<file path="src/rtl/smon_pkg.sv">
package smon_pkg;
  typedef struct packed {
    logic tol;
    logic prot;
    logic sw;
  } lvl_t;

  localparam int unsigned LVL_W = $bits(lvl_t);

  // lower thresholds dominate: a low lower flag clears every flag above it
  function automatic lvl_t order_levels(lvl_t raw);
    lvl_t o;
    o.sw   = raw.sw;
    o.prot = raw.prot & raw.sw;
    o.tol  = raw.tol & raw.prot & raw.sw;
    return o;
  endfunction
endpackage

</file>
<file path="src/rtl/smon_sync.sv">
module smon_sync #(
  parameter int unsigned WIDTH  = 3,
  parameter int unsigned STAGES = 2
) (
  input  logic             clk_i,
  input  logic             rst_ni,
  input  logic [WIDTH-1:0] d_i,
  output logic [WIDTH-1:0] q_o
);
  logic [WIDTH-1:0] stg_q [STAGES];

  for (genvar s = 0; s < STAGES; s++) begin : g_stage
    if (s == 0) begin : g_first
      always_ff @(posedge clk_i or negedge rst_ni) begin
        if (!rst_ni) stg_q[s] <= '0;
        else         stg_q[s] <= d_i;
      end
    end else begin : g_next
      always_ff @(posedge clk_i or negedge rst_ni) begin
        if (!rst_ni) stg_q[s] <= '0;
        else         stg_q[s] <= stg_q[s-1];
      end
    end
  end

  assign q_o = stg_q[STAGES-1];
endmodule

</file>
<file path="src/rtl/smon_hold_timer.sv">
module smon_hold_timer #(
  parameter int unsigned HOLD_CYCLES = 16
) (
  input  logic clk_i,
  input  logic rst_ni,
  input  logic ok_i,
  output logic done_o
);
  localparam int unsigned CNT_W = (HOLD_CYCLES < 2) ? 1 : $clog2(HOLD_CYCLES);
  localparam logic [CNT_W-1:0] LAST = CNT_W'(HOLD_CYCLES - 1);

  logic [CNT_W-1:0] cnt_q;
  logic             done_q;

  always_ff @(posedge clk_i or negedge rst_ni) begin
    if (!rst_ni) begin
      cnt_q  <= '0;
      done_q <= 1'b0;
    end else if (!ok_i) begin
      cnt_q  <= '0;
      done_q <= 1'b0;
    end else if (!done_q) begin
      if (cnt_q == LAST) done_q <= 1'b1;
      else               cnt_q  <= cnt_q + 1'b1;
    end
  end

  assign done_o = done_q;
endmodule

</file>
<file path="src/rtl/smon_out_ctrl.sv">
module smon_out_ctrl
  import smon_pkg::*;
(
  input  logic clk_i,
  input  logic rst_ni,
  input  lvl_t lvl_i,
  input  logic hold_done_i,
  output logic wp_o,
  output logic bkup_sel_o
);
  logic prot_low_q;
  logic bkup_q;

  always_ff @(posedge clk_i or negedge rst_ni) begin
    if (!rst_ni) begin
      prot_low_q <= 1'b1;
      bkup_q     <= 1'b1;
    end else begin
      prot_low_q <= ~lvl_i.prot;
      bkup_q     <= ~lvl_i.sw;
    end
  end

  assign wp_o       = prot_low_q | ~hold_done_i;
  assign bkup_sel_o = bkup_q;
endmodule

</file>
<file path="src/rtl/supply_monitor.sv">
module supply_monitor
  import smon_pkg::*;
#(
  parameter int unsigned SYNC_STAGES = 2,
  parameter int unsigned HOLD_CYCLES = 40_000_000
) (
  input  logic clk_i,
  input  logic rst_ni,
  input  logic tol_ok_i,
  input  logic prot_ok_i,
  input  logic sw_ok_i,
  output logic rst_no,
  output logic wp_o,
  output logic bkup_sel_o
);
  lvl_t raw_lvl, sync_lvl, ord_lvl;
  logic hold_done;

  assign raw_lvl = '{tol: tol_ok_i, prot: prot_ok_i, sw: sw_ok_i};

  smon_sync #(.WIDTH(LVL_W), .STAGES(SYNC_STAGES)) u_sync (
    .clk_i (clk_i),
    .rst_ni(rst_ni),
    .d_i   (raw_lvl),
    .q_o   (sync_lvl)
  );

  assign ord_lvl = order_levels(sync_lvl);

  smon_hold_timer #(.HOLD_CYCLES(HOLD_CYCLES)) u_hold (
    .clk_i (clk_i),
    .rst_ni(rst_ni),
    .ok_i  (ord_lvl.tol),
    .done_o(hold_done)
  );

  smon_out_ctrl u_out (
    .clk_i      (clk_i),
    .rst_ni     (rst_ni),
    .lvl_i      (ord_lvl),
    .hold_done_i(hold_done),
    .wp_o       (wp_o),
    .bkup_sel_o (bkup_sel_o)
  );

  assign rst_no = hold_done;
endmodule

</file>
<file path="config.mk">
export PLATFORM = sky130hd
export DESIGN_NAME = supply_monitor
export DESIGN_NICKNAME = d
export VERILOG_FILES = /design/src/rtl/smon_pkg.sv /design/src/rtl/smon_sync.sv /design/src/rtl/smon_hold_timer.sv /design/src/rtl/smon_out_ctrl.sv /design/src/rtl/supply_monitor.sv
export SDC_FILE = /design/constraint.sdc
export NUM_CORES = 1
export LEC_CHECK = 0
export BUFFER_PORTS_ARGS = -buffer_cell sky130_fd_sc_hd__buf_2
export CORE_MARGIN = 4
export CORE_UTILIZATION = 39
export CTS_BUF_LIST = sky130_fd_sc_hd__clkbuf_8 sky130_fd_sc_hd__clkbuf_16
export CTS_CLUSTER_SIZE = 28
export DETAILED_ROUTE_END_ITERATION = 8
export GPL_TIMING_DRIVEN = 1
export SYNTH_ARGS = -nofsm -noshare
export SYNTH_HDL_FRONTEND = slang
export SYNTH_HIERARCHICAL = 1
export SYNTH_SLANG_ARGS = --single-unit
</file>
<file path="constraint.sdc">
create_clock -name clk_i -period 2.8 [get_ports clk_i]
set_clock_uncertainty 0.15 [all_clocks]
set_input_delay 0.28 -clock clk_i [delete_from_list [all_inputs] [get_ports clk_i]]
set_output_delay 0.28 -clock clk_i [all_outputs]
set_load 0.05 [all_outputs]
</file>
== Yosys cells after proc, flatten, opt, wreduce, memory -nomap -nowiden ==
Cells that the tools add are included.
Cells by class
  add/sub/neg operators: 1
  multiply operators: 0
  div/mod/pow operators: 0
  order comparisons: 0
  equal/unequal tests: 3
  shifts and indexed selects: 0
  mux-type cells: 6
  bitwise gates (word level): 7
  reduce and logical (&&, ||, !) cells: 1
Operators by type and width (count)
  $mux 26: 3
  $add 26x1->26 const B: 1
  $eq 26x26->1 const B: 1
  $ne 2x2->1 const B: 2
  $and 1x1->1: 3
  $mux 1: 3
  $not 1->1: 3
  $reduce_and 2->1: 1
  $or 1x1->1: 1
Word-level totals
  register bits: 35
  latch bits: 0
  bits in writable memories: 0
  memory bits (read-only): 0
  bits of input ports: 5
  output and inout bits: 3
  logic and storage cells: 24
  memories kept: 0

== Logic depth before layout (Yosys ltp) ==
  depth in word-level cells: 4
  depth in mapped cells: 7
  mapped depth without buffers: 6

== Cells and area by module ==
Netlist, hierarchy kept.
By module, submodules not included
  smon_hold_timer: instances 1, cells each 174, area an instance 1634.1 sq um, sequential area each 675.6 sq um
  smon_sync: instances 1, cells each 9, area an instance 172.7 sq um, sequential area each 150.1 sq um
  smon_out_ctrl: instances 1, cells each 5, area an instance 66.3 sq um, sequential area each 52.6 sq um
  supply_monitor: instances 1, cells each 2, area an instance 12.5 sq um, sequential area each 0.0 sq um

== Worst setup path before layout ==
No wires, ideal clock.
  path kind: reg2reg
  start point: reg u_hold.done_q (netlist: u_hold/done_o)
  end point: reg u_hold.cnt_q[5]
  setup time: 0.078 ns
  data arrival time: 1.822 ns
  required time: 2.572 ns
  setup slack: 0.750 ns
  cell stages (with the launch flop): 5
  buffers on the path: 1
  clock period less this slack: 2.050 ns
  path through: dfrtp_1 > or2_2 > clkbuf_1 > or4_2 > a21boi_1
Between the ends
  longest elaborated chain between the ends: 2
Ends and longest elaborated chain
  start, declared: line smon_hold_timer.sv:13  | logic done_q;
  start signal, assigned: line smon_hold_timer.sv:18  | done_q <= 1'b0;
  start signal, assigned: line smon_hold_timer.sv:21  | done_q <= 1'b0;
  start signal, assigned: line smon_hold_timer.sv:23  | if (cnt_q == LAST) done_q <= 1'b1;
  $ne 2x2->1 (no line)
  $reduce_and 2->1 (no line)
  end signal, assigned: line smon_hold_timer.sv:24  | else cnt_q <= cnt_q + 1'b1;
  end, declared: line smon_hold_timer.sv:12  | logic [CNT_W-1:0] cnt_q;
Every way passes these cells.
A chain may end at the register's enable or synchronous reset.

== Final worst setup path ==
  start point: reg u_hold.cnt_q[0]
  end point: reg u_hold.cnt_q[5]
Between the ends
  longest elaborated chain between the ends: 4
  elaborated cells on any way between the ends: 7
  classes of those cells: 1 x add/sub; 2 x eq/ne; 3 x mux; 1 x reduce/logical
Ends and longest elaborated chain
  $add 26x1->26: line smon_hold_timer.sv:24
  $mux 26: line smon_hold_timer.sv:23
  $mux 26: line smon_hold_timer.sv:22  | end else if (!done_q) begin
  $mux 26: line smon_hold_timer.sv:19  | end else if (!ok_i) begin
Several ways; a longest one is shown, not always the timed one. The select of a mux whose other input is x is not followed.

==> impl.org <==
** Route
- Dividing the detail-routed via count by the number of cells gives 5.68.
- Total number of vias :: 1,448
- Before antenna repair, the detailed router went through 4 iterations.
- After detailed routing, the number of remaining DRC violations is 0.
- Per-cell routed wire length :: 15.3 µm
- In this run the remaining antenna-violating nets after routing total 0.
- After the first detailed-routing iteration, the DRC count stood at 70.
- DRT Wirelength :: 3.91 mm

** Final layout
- Summing all flip-flop and latch instances after layout gives 878 µm².
- Of the cells placed in the final design, the portion with a size suffix greater than 1 is 0.144.
- After the last flow step, the layout net total stands at 207.
- Area growth from synthesis to final layout :: 10.6%
- The number of antenna diodes in the final layout is 0.
- Leaving out fill and tap cells, the most frequent cell in the layout is sky130_fd_sc_hd__dfrtp_1.
- The filler cells instantiated in the layout total 470.
- Area taken by multi-input logic gates :: 945 µm²
- Most used cells in the layout excluding fill and tap cells :: sky130_fd_sc_hd__dfrtp_1, sky130_fd_sc_hd__nand2_1, sky130_fd_sc_hd__and2_1, sky130_fd_sc_hd__nand3_1, sky130_fd_sc_hd__nand2b_1

** Synth
- Sequential fraction of the synthesis area :: 0.466
- Total nets after synthesis :: 197
- Syn Std Cell Area :: 1890 µm²
- Post-synthesis average cell area :: 9.92 µm²
- Counting distinct cell types in the post-synthesis netlist gives 46.
- Post-synthesis register bit count :: 35
- Ys Warns :: 6
- Cells after Synth :: 190

** Die
- The floorplan step set the die width to 77.5 µm.
- Core region area :: 4690 µm²
- The die is 77.5 µm tall.
- Die Area :: 6010 µm²
- Number of primary I/O pins :: 8
- Initial Utilization :: 0.402
- Standard-cell rows :: 25

** Worst setup path
- Endpoint arrival time on the critical path :: 2.22 ns
- The critical path is of the reg -> reg type.
- The cell family contributing the most delay on the critical path is simple AND/OR/NAND/NOR gates.
- The worst register-to-register path begins at u_hold/cnt_q[0].
- In this run the critical register-to-register path is captured at u_hold/cnt_q[5].
- Among all stages on the critical path, the largest delay is contributed by sky130_fd_sc_hd__or4_2.
- Endpoint type of the worst setup path :: register
- Counting both buffers and inverters, the worst setup path holds a total of 1.
- Along the worst path, the maximum fanout reaches 11.
- In this design, the stage delay of the slowest critical-path cell is 0.61 ns.
- Setup slack on the worst reg-to-reg path comes out at 0.65 ns.
- Worst Setup Start Kind :: register
- Data required, critical path :: 2.87 ns
- Worst-path cell chain :: ha_1 -> nor4b_1 -> nand3_1 -> nor4_1 -> buf_4 -> or4_2 -> a21boi_1
- Path depth of the worst reg2reg path :: 7

** Pwr
- Power spread over the standard cell area amounts to 440 nW/µm².
- IR analysis of the VDD net gives a maximum drop of 0.322 mV.
- In this run the static leakage power is 0.833 nW.

** Run status
- Outcome :: finished, final reports clean

** Placed design
- Number of I/O port buffers :: 7
- Dpl hpwl :: 2.80 mm
- Placer's final routability congestion estimate :: 0.837

** CTS
- Total setup buffers inserted after CTS :: 0
- Clock root buffer master :: sky130_fd_sc_hd__clkbuf_8
- Sink Count :: 35
- The H-tree was split into 2 levels.
- Inserted Clock Buffers :: 5
- TritonCTS built the clock tree.
- For the worst-skew pair, the clock arrives at the later sink with an insertion delay of 0.29 ns.
- After clock tree synthesis, the clock-pin slew on the worst setup and hold paths is 0.07 ns.
- Buffers from clock root to sink, at most :: 2
- Post-CTS sizing :: 0

** Min path
- In this run the most critical hold path is launched from u_sync/stg_q[4].
- Hold Path Sink :: u_sync/q_o[1]
- Along the worst hold path, the cell count comes to 0.
- Hold WC Path Type :: reg -> reg

** STA
- Setup total negative slack on the finished layout was measured at 0 ns.
- Max_slew headroom :: 0.478
- Minimum clock period :: 2.15 ns
- Upper clock frequency limit :: 464 MHz
- Pin slew with the least headroom to its limit :: 0.784 ns
- Period utilization :: 0.769
- Final worst hold slack :: 0.209 ns
- Number of pins exceeding their max-slew limit in the final report :: 0
- Final number of hold-violating endpoints :: 0
- Unrepaired setup endpoints after global routing :: false
- Final count of negative-setup-slack endpoints :: 0

** GRT
- The initial antenna violation count is 0.
- GRT overflow :: 0
- Entering global routing, the biggest net connects 36 pins.
- Number of global-route vias before repair :: 1,488
- The first global-routing pass estimated 7.02 mm of wire.
- Across every metal layer, demand over resource in global routing totals 0.148.

** Flow run
- Max-cap violations in this run came to 0.
## cell usage after synthesis (all sizes together)
cell type	number	area (µm²)
dfrtp	33	826
nand2	26	97.6
nand3	11	60.1
and2	10	62.6
nor4	10	90.1
nand2b	9	56.3
o21ai	7	35.0
a21boi	6	45.0
buf	6	36.3
mux2i	6	60.1
nand4	6	43.8
xnor2	5	43.8
clkbuf	4	15.0
nor2	4	15.0
nor3	4	25.0
or3	4	25.0
xor2	4	35.0
and3	3	20.0
inv	3	11.3
nor2b	3	18.8
o211ai	3	22.5
or4	3	27.5
and4	2	17.5
dfstp	2	52.6
ha	2	25.0
nand3b	2	15.0
nor4b	2	17.5
nor4bb	2	20.0
o31ai	2	15.0
or4b	2	20.0
nand4b	1	8.76
o21a	1	7.51
o31a	1	8.76
or2	1	6.26
## worst max-delay path by stage
stage               startpoint                to  slack, ns  cells after the start
6_report       u_hold/cnt_q[0]   u_hold/cnt_q[5]       0.65                      7
2_1_floorplan    u_hold/done_o   u_hold/cnt_q[5]       0.75                      4
3_3_place_gp   u_hold/cnt_q[0]   u_hold/cnt_q[5]       0.74                      7
4_1_cts        u_hold/cnt_q[0]   u_hold/cnt_q[5]       0.65                      7
3_5_place_dp   u_hold/cnt_q[0]   u_hold/cnt_q[5]       0.68                      7
5_1_grt        u_hold/cnt_q[9]  u_hold/cnt_q[14]       0.51                      5
## kinds of logic after synthesis
| kind of cell | count (synthesis) | synth area share |
|---|---|---|
| and+or+nand+nor | 105 | 0.343 |
| DFF | 35 | 0.466 |
| AOI/OAI and AO/OA | 20 | 0.0710 |
| buffers and inverters | 13 | 0.0332 |
| xor gates and xnor gates | 9 | 0.0418 |
| muxes | 6 | 0.0319 |
| adders and majority gates | 2 | 0.0133 |
## cell type report
cell class	instances	share of cell area
clock buffers	5	0.0330
well taps	54	0.0324
inverters	3	0.00540
multi-input cells	142	0.453
flip-flops and latches	35	0.421
clock inverters	3	0.0114
repair buffers	13	0.0432
## through the flow
stage	area, µm²	util	std cells	setup slack [ns]	power (mW)
2_1_floorplan	1890	-	190	0.750	0.540
3_3_place_gp	1950	0.416	243	0.735	0.552
3_5_place_dp	1950	0.416	243	0.681	0.554
4_1_cts	2080	0.444	255	0.648	0.935
5_1_grt	2080	0.444	255	0.506	0.970
6_report	2080	0.444	255	0.646	0.918
## flip-flops by register name, indices dropped and copies added (netlist names)
name / cells
u_sync/stg_q: 3
u_hold/cnt_q: 26
u_sync/q_o: 3
u_out/bkup_sel_o: 1
u_hold/done_o: 1
u_out/prot_low_q: 1
## timing repair
item,in CTS,in global routing
hold buffers,4,0
setup endpoints to repair,0,0
endpoints found under the hold margin,36,0
## worst reg2reg max path, cell delays in order (launching register included)
cell and delay, ns:
sky130_fd_sc_hd__dfrtp_1 0.45, sky130_fd_sc_hd__ha_1 0.26, sky130_fd_sc_hd__nor4b_1 0.15, sky130_fd_sc_hd__nand3_1 0.09
sky130_fd_sc_hd__nor4_1 0.06, sky130_fd_sc_hd__buf_4 0.17, sky130_fd_sc_hd__or4_2 0.61, sky130_fd_sc_hd__a21boi_1 0.15
## metal layers
metal  vias to the layer above  routed length, µm  global-route usage
met5                         -                  0                   0
met3                         7                172              0.0383
met1                       717               1740               0.183
met4                         0                 82              0.0676
met2                        31               1920               0.241
li1                        693                  -                   -
## where the power goes
group          internal (mW)  total, mW  leakage [nW]  switching (mW)
clock network          0.178      0.370        0.0408           0.193
registers              0.513      0.516         0.468         0.00290
logic                 0.0107     0.0313         0.325          0.0207
(Power assumes the default switching activity.)
